===== config.mk =====
export PLATFORM = sky130hd
export DESIGN_NAME = refill_ctrl
export DESIGN_NICKNAME = d
export VERILOG_FILES = /design/src/rtl/refill_pkg.sv /design/src/rtl/refill_fsm.sv /design/src/rtl/refill_bank_buf.sv /design/src/rtl/refill_lat_cnt.sv /design/src/rtl/refill_ctrl.sv
export SDC_FILE = /design/constraint.sdc
export NUM_CORES = 1
export LEC_CHECK = 0
export BUFFER_PORTS_ARGS = -buffer_cell sky130_fd_sc_hd__buf_4
export CAP_MARGIN = 40
export CELL_PAD_IN_SITES_DETAIL_PLACEMENT = 1
export CELL_PAD_IN_SITES_GLOBAL_PLACEMENT = 1
export CORE_MARGIN = 4
export CORE_UTILIZATION = 47
export CTS_CLUSTER_DIAMETER = 80
export DETAILED_ROUTE_END_ITERATION = 8
export PLACE_DENSITY = 0.95
export RECOVER_POWER = 50
export SLEW_MARGIN = 20
export SYNTH_ARGS = -nofsm -noshare
export SYNTH_HDL_FRONTEND = slang
export SYNTH_HIERARCHICAL = 1
export SYNTH_SLANG_ARGS = --single-unit

===== constraint.sdc =====
create_clock -name clk_i -period 4.6 [get_ports clk_i]
set_input_delay 1.15 -clock clk_i [delete_from_list [all_inputs] [get_ports clk_i]]
set_output_delay 1.15 -clock clk_i [all_outputs]
set_load 0.02 [all_outputs]

===== src/rtl/refill_pkg.sv =====
package refill_pkg;
  typedef enum logic [1:0] {
    ST_IDLE = 2'd0,
    ST_ADDR = 2'd1,
    ST_WAIT = 2'd2,
    ST_XFER = 2'd3
  } refill_state_e;
endpackage


===== src/rtl/refill_fsm.sv =====
module refill_fsm
  import refill_pkg::*;
#(
  parameter int NWORDS = 4,
  parameter int IDX_W  = 2
) (
  input  logic             clk_i,
  input  logic             rst_ni,
  input  logic             req_valid_i,
  input  logic             all_arrived_i,
  output refill_state_e    state_o,
  output logic [IDX_W-1:0] idx_o,
  output logic             done_o
);
  localparam logic [IDX_W-1:0] LAST_IDX = IDX_W'(NWORDS - 1);

  refill_state_e state_q;
  logic [IDX_W-1:0] idx_q;

  always_ff @(posedge clk_i or negedge rst_ni) begin
    if (!rst_ni) begin
      state_q <= ST_IDLE;
      idx_q   <= '0;
    end else begin
      unique case (state_q)
        ST_IDLE: if (req_valid_i) state_q <= ST_ADDR;
        ST_ADDR: state_q <= ST_WAIT;
        ST_WAIT: if (all_arrived_i) begin
          state_q <= ST_XFER;
          idx_q   <= '0;
        end
        ST_XFER: begin
          if (idx_q == LAST_IDX) state_q <= ST_IDLE;
          else idx_q <= idx_q + 1'b1;
        end
        default: state_q <= ST_IDLE;
      endcase
    end
  end

  assign state_o = state_q;
  assign idx_o   = idx_q;
  assign done_o  = (state_q == ST_XFER) && (idx_q == LAST_IDX);

  // the transfer starts only once every bank has returned data
  assert_xfer_after_data_R5: assert property (@(posedge clk_i) disable iff (!rst_ni)
    (state_q == ST_WAIT && !all_arrived_i) |=> state_q == ST_WAIT);
endmodule


===== src/rtl/refill_bank_buf.sv =====
module refill_bank_buf #(
  parameter int NWORDS = 4,
  parameter int WORD_W = 32,
  parameter int IDX_W  = 2
) (
  input  logic                     clk_i,
  input  logic                     rst_ni,
  input  logic                     clear_i,
  input  logic                     capture_en_i,
  input  logic [NWORDS-1:0]        bank_rvalid_i,
  input  logic [NWORDS*WORD_W-1:0] bank_rdata_i,
  input  logic [IDX_W-1:0]         rd_idx_i,
  output logic                     all_arrived_o,
  output logic [WORD_W-1:0]        rd_word_o
);
  logic [NWORDS-1:0] got_q;
  logic [NWORDS-1:0] arriving;
  logic [WORD_W-1:0] word_q [NWORDS];

  for (genvar k = 0; k < NWORDS; k++) begin : g_bank
    assign arriving[k] = capture_en_i & bank_rvalid_i[k] & ~got_q[k];

    always_ff @(posedge clk_i or negedge rst_ni) begin
      if (!rst_ni) begin
        got_q[k]  <= 1'b0;
        word_q[k] <= '0;
      end else if (clear_i) begin
        got_q[k]  <= 1'b0;
      end else if (arriving[k]) begin
        got_q[k]  <= 1'b1;
        word_q[k] <= bank_rdata_i[k*WORD_W +: WORD_W];
      end
    end
  end

  assign all_arrived_o = capture_en_i & (&(got_q | bank_rvalid_i));
  assign rd_word_o     = word_q[rd_idx_i];

  // nothing is captured outside the wait window
  assert_no_stray_capture_R10: assert property (@(posedge clk_i) disable iff (!rst_ni)
    (!capture_en_i && !clear_i) |=> $stable(got_q));
endmodule


===== src/rtl/refill_lat_cnt.sv =====
module refill_lat_cnt #(
  parameter int TOTAL = 20,
  parameter int CNT_W = 5
) (
  input  logic             clk_i,
  input  logic             rst_ni,
  input  logic             start_i,
  input  logic             run_i,
  input  logic             stop_i,
  output logic [CNT_W-1:0] cnt_o
);
  logic [CNT_W-1:0] cnt_q;

  always_ff @(posedge clk_i or negedge rst_ni) begin
    if (!rst_ni) cnt_q <= '0;
    else if (start_i) cnt_q <= CNT_W'(1);
    else if (run_i && !stop_i) cnt_q <= cnt_q + 1'b1;
  end

  assign cnt_o = cnt_q;

  // the refill completes exactly TOTAL cycles after the address cycle
  assert_latency_R9: assert property (@(posedge clk_i) disable iff (!rst_ni)
    stop_i |-> cnt_q == CNT_W'(TOTAL));
endmodule


===== src/rtl/refill_ctrl.sv =====
module refill_ctrl
  import refill_pkg::*;
#(
  parameter int NWORDS     = 4,
  parameter int WORD_W     = 32,
  parameter int BLK_ADDR_W = 26,
  parameter int ACCESS_LAT = 15,
  localparam int IDX_W     = (NWORDS > 1) ? $clog2(NWORDS) : 1,
  localparam int TOTAL     = 1 + ACCESS_LAT + NWORDS,
  localparam int CNT_W     = $clog2(TOTAL + 1)
) (
  input  logic                     clk_i,
  input  logic                     rst_ni,
  input  logic                     req_valid_i,
  input  logic [BLK_ADDR_W-1:0]    req_addr_i,
  output logic                     busy_o,
  output logic                     mem_addr_valid_o,
  output logic [BLK_ADDR_W-1:0]    mem_addr_o,
  input  logic [NWORDS-1:0]        bank_rvalid_i,
  input  logic [NWORDS*WORD_W-1:0] bank_rdata_i,
  output logic                     word_valid_o,
  output logic [IDX_W-1:0]         word_idx_o,
  output logic [WORD_W-1:0]        word_o,
  output logic                     done_o
  ,output logic [CNT_W-1:0]        lat_cnt_o
);
  refill_state_e state;
  logic [IDX_W-1:0] idx;
  logic all_arrived, accept, done;
  logic [BLK_ADDR_W-1:0] addr_q;

  assign accept = (state == ST_IDLE) && req_valid_i;

  always_ff @(posedge clk_i or negedge rst_ni) begin
    if (!rst_ni) addr_q <= '0;
    else if (accept) addr_q <= req_addr_i;
  end

  refill_fsm #(.NWORDS(NWORDS), .IDX_W(IDX_W)) i_fsm (
    .clk_i, .rst_ni,
    .req_valid_i,
    .all_arrived_i(all_arrived),
    .state_o(state),
    .idx_o(idx),
    .done_o(done)
  );

  refill_bank_buf #(.NWORDS(NWORDS), .WORD_W(WORD_W), .IDX_W(IDX_W)) i_buf (
    .clk_i, .rst_ni,
    .clear_i(state == ST_ADDR),
    .capture_en_i(state == ST_WAIT),
    .bank_rvalid_i,
    .bank_rdata_i,
    .rd_idx_i(idx),
    .all_arrived_o(all_arrived),
    .rd_word_o(word_o)
  );

  refill_lat_cnt #(.TOTAL(TOTAL), .CNT_W(CNT_W)) i_cnt (
    .clk_i, .rst_ni,
    .start_i(accept),
    .run_i(state != ST_IDLE),
    .stop_i(done),
    .cnt_o(lat_cnt_o)
  );

  assign busy_o           = (state != ST_IDLE);
  assign mem_addr_valid_o = (state == ST_ADDR);
  assign mem_addr_o       = addr_q;
  assign word_valid_o     = (state == ST_XFER);
  assign word_idx_o       = idx;
  assign done_o           = done;

  assert_addr_pulse_R2: assert property (@(posedge clk_i) disable iff (!rst_ni)
    mem_addr_valid_o |=> !mem_addr_valid_o);
  assert_accept_R2: assert property (@(posedge clk_i) disable iff (!rst_ni)
    (!busy_o && req_valid_i) |=> mem_addr_valid_o && mem_addr_o == $past(req_addr_i));
  assert_ignore_busy_R8: assert property (@(posedge clk_i) disable iff (!rst_ni)
    (busy_o && !done_o) |=> $stable(mem_addr_o) && busy_o);
  assert_first_word_R4: assert property (@(posedge clk_i) disable iff (!rst_ni)
    $rose(word_valid_o) |-> word_idx_o == '0);
  assert_word_order_R4: assert property (@(posedge clk_i) disable iff (!rst_ni)
    (word_valid_o && !done_o) |=> word_valid_o && word_idx_o == IDX_W'($past(word_idx_o) + 1'b1));
  assert_done_single_R6: assert property (@(posedge clk_i) disable iff (!rst_ni)
    done_o |=> !done_o && !word_valid_o);
  assert_busy_drop_R7: assert property (@(posedge clk_i) disable iff (!rst_ni)
    $fell(busy_o) |-> $past(done_o));
endmodule


==> out/metrics.cfg <==
[logic_synthesis]
synthAdderAreaFrac = 0.0109
synth_compound_area_frac = 0.00842
synthXorXnorAreaFrac = 0.00218
syn_avg_cell_area_um2 = 18.2
synth-edff-count = 0
synthesis.area_mm2 = 0.00802
synth_top_cells_by_area = dfrtp_1, mux2_4, mux4_2, buf_12, mux2_2
synth.distinct_cells = 35
yosys.area_share.simple = 0.0290
synth_seq_cells = 167
synthFlopType = dfrtp_1
synth_area_leader_cell = dfrtp_1
syn_inst = 441
async_reset_ff_frac = 1.00
ys_seq_area_frac = 0.521
yosysWarningCount = 6
synth.area.mux_share = 0.380
synth_nets = 609
synth_top_area_frac = 0.521
synth_top_family_by_area = multiplexers

[die]
ios = 230
die_h_um = 139
coreArea_mm2 = 0.0166
initial_utilization = 0.482
dieWidth_um = 139
rows = 47
die_area_mm2 = 0.0192

[clocking]
insertion_delay_ns = 0.42
cts.reportedPaths.clkPinSlew_ns = 0.06
cts-buffers-inserted = 17
clkSinkCount = 167
ctsHoldBuffers = 0
cts_tree = built
cts_root_buf = clkbuf_16
ctsResizeCount = 0
htree_levels = 4
clock_path_buffers = 2
cts_setup_buffers = 0

[placement]
placed_area_mm2 = 0.00975
numPortBuffers = 229
placed_cells = 873
gp_congestion = 0.846
dp_hpwl_um = 16700

[worst_setup_path]
worstRegToRegCells = 4
worst_setup_path_start_kind = primary input
critPathBufInv = 1
end_kind = asynchronous set/reset pin
path_delay_family = buffers and inverters
cpPeakStageDelay_ns = 2.16
worstSetupPathType = primary input to asynchronous set/reset pin
arrival_ns = 3.33
path_cells = clkbuf_1
slowest_stage = clkbuf_1
required_ns = 4.44
path_max_fanout = 52
cp.depth = 1

[route]
drtAntennaViolNets = 0
wl_per_cell_um = 25.1
drc_errors = 0
via_per_inst = 5.35
drtIter0Drc = 189
drt_first_pass_iters = 4
vias = 4848
drt-total-wl_um = 22700

[status]
failed_checks = capacitance limit, slew limit
status = finished, violations left

[global_route]
grt_usage = 0.238
grt_max_degree = 70
grt_pass1_vias = 5765
grt_pass1_wl_um = 35200
antenna_found_initial = 1
gr-total-overflow = 0

[timing]
maxSlewHeadroom = -1.07
setup_violations = 0
hold_viol_final = 0
slew_violations = 85
fin_crit_sh = 0.759
timing.fmax_ghz = 0.286
fin_skew_ns = 0.0143
final.setup.tns_ns = 0
worst_slew_pin_slew_ns = 3.10
rsz0062_at_grt = no
finalCriticalPeriod_ns = 3.49

[job]
drv_cap = 2

[hold_path]
holdPathStages = 1
hold_path.class = register to register

[layout]
drive_gt1_frac = 0.652
fin_nets = 842
instances_no_fill = 906
syn2layout_area_growth_pct = 28.0
utilization = 0.617
final_cell_mix = buf_4, dfrtp_1, mux2_4
fillers = 1581
antenna_cells = 0
final_area_mm2 = 0.0103
layout_commonest_cell = buf_4

[power]
peakVddDrop_v = 0.000383
leakagePower_uw = 0.00480
finalPower_uw = 7920
cellPowerDensity_mw_per_mm2 = 771

## power by group
| part | switching (µW) | total, µW | internal [µW] |
|---|---|---|---|
| sequential | 566 | 2790 | 2230 |
| combinational | 1580 | 3710 | 2130 |
| clock | 594 | 1420 | 827 |
| total | 2740 | 7920 | 5180 |
## kinds of logic after synthesis
logic type | Yosys count
flip-flops | 167
AO/OA/AOI/OAI | 9
AND/OR/NAND/NOR | 33
buffers and inverters | 31
XOR/XNOR | 2
adder cells (fa/ha/maj) | 7
multiplexers | 192
## synthesized netlist by cell type (2+ instances only)
master,n
a21oi_1,5
and4bb_1,4
buf_1,3
buf_12,14
buf_4,3
buf_6,5
dfrtp_1,167
ha_1,7
inv_1,4
mux2_2,17
mux2_4,140
mux2i_1,3
mux4_2,32
nand2_1,2
nor2_1,11
nor2b_1,3
o21ai_0,2
or2_2,2
## routing by layer
layer	routed length [µm]	track usage	share of wire
met1	8540	0.275	0.38
met2	12200	0.425	0.54
met3	945	0.0500	0.042
met4	1010	0.112	0.044
met5	7	0	0.00031
## area by class of cell
class	instances	area, µm²	share of cell area
Clock buffer	20	457	0.0445
Clock inverter	11	121	0.0118
Inverter	5	18.8	0.00183
Multi-Input combinational cell	243	3360	0.327
Sequential cell	167	4180	0.407
Tap cell	220	275	0.0268
Timing Repair Buffer	240	1860	0.181
## state kept, by name, summed over array words and instances, names as in the netlist
| signal | flops |
|---|---|
| i_fsm/idx_o | 2 |
| i_cnt/cnt_o | 5 |
| i_buf/got_q | 4 |
| i_buf/word_q | 128 |
| mem_addr_o | 26 |
| i_fsm/state_o | 2 |
## worst paths after layout
path                                   from                 to  slack, ns
max                                  rst_ni   i_buf/word_q[71]       1.11
min                        i_buf/word_q[39]   i_buf/word_q[39]       0.49
max reg2reg                i_fsm/state_o[1]  i_buf/word_q[125]       2.02
min reg2reg                i_buf/word_q[39]   i_buf/word_q[39]       0.49
max in group clk_i           i_fsm/idx_o[0]          word_o[5]       1.23
min in group asynchronous            rst_ni  i_buf/word_q[108]       1.74
## stage by stage
step	setup WS (ns)	hold WS, ns
2_1_floorplan	1.88	0.471
6_report	1.11	0.491
3_5_place_dp	1.63	0.495
3_3_place_gp	1.67	0.485
4_1_cts	1.18	0.510
5_1_grt	0.575	0.518
Note: power is estimated with default switching activity, not from simulation.
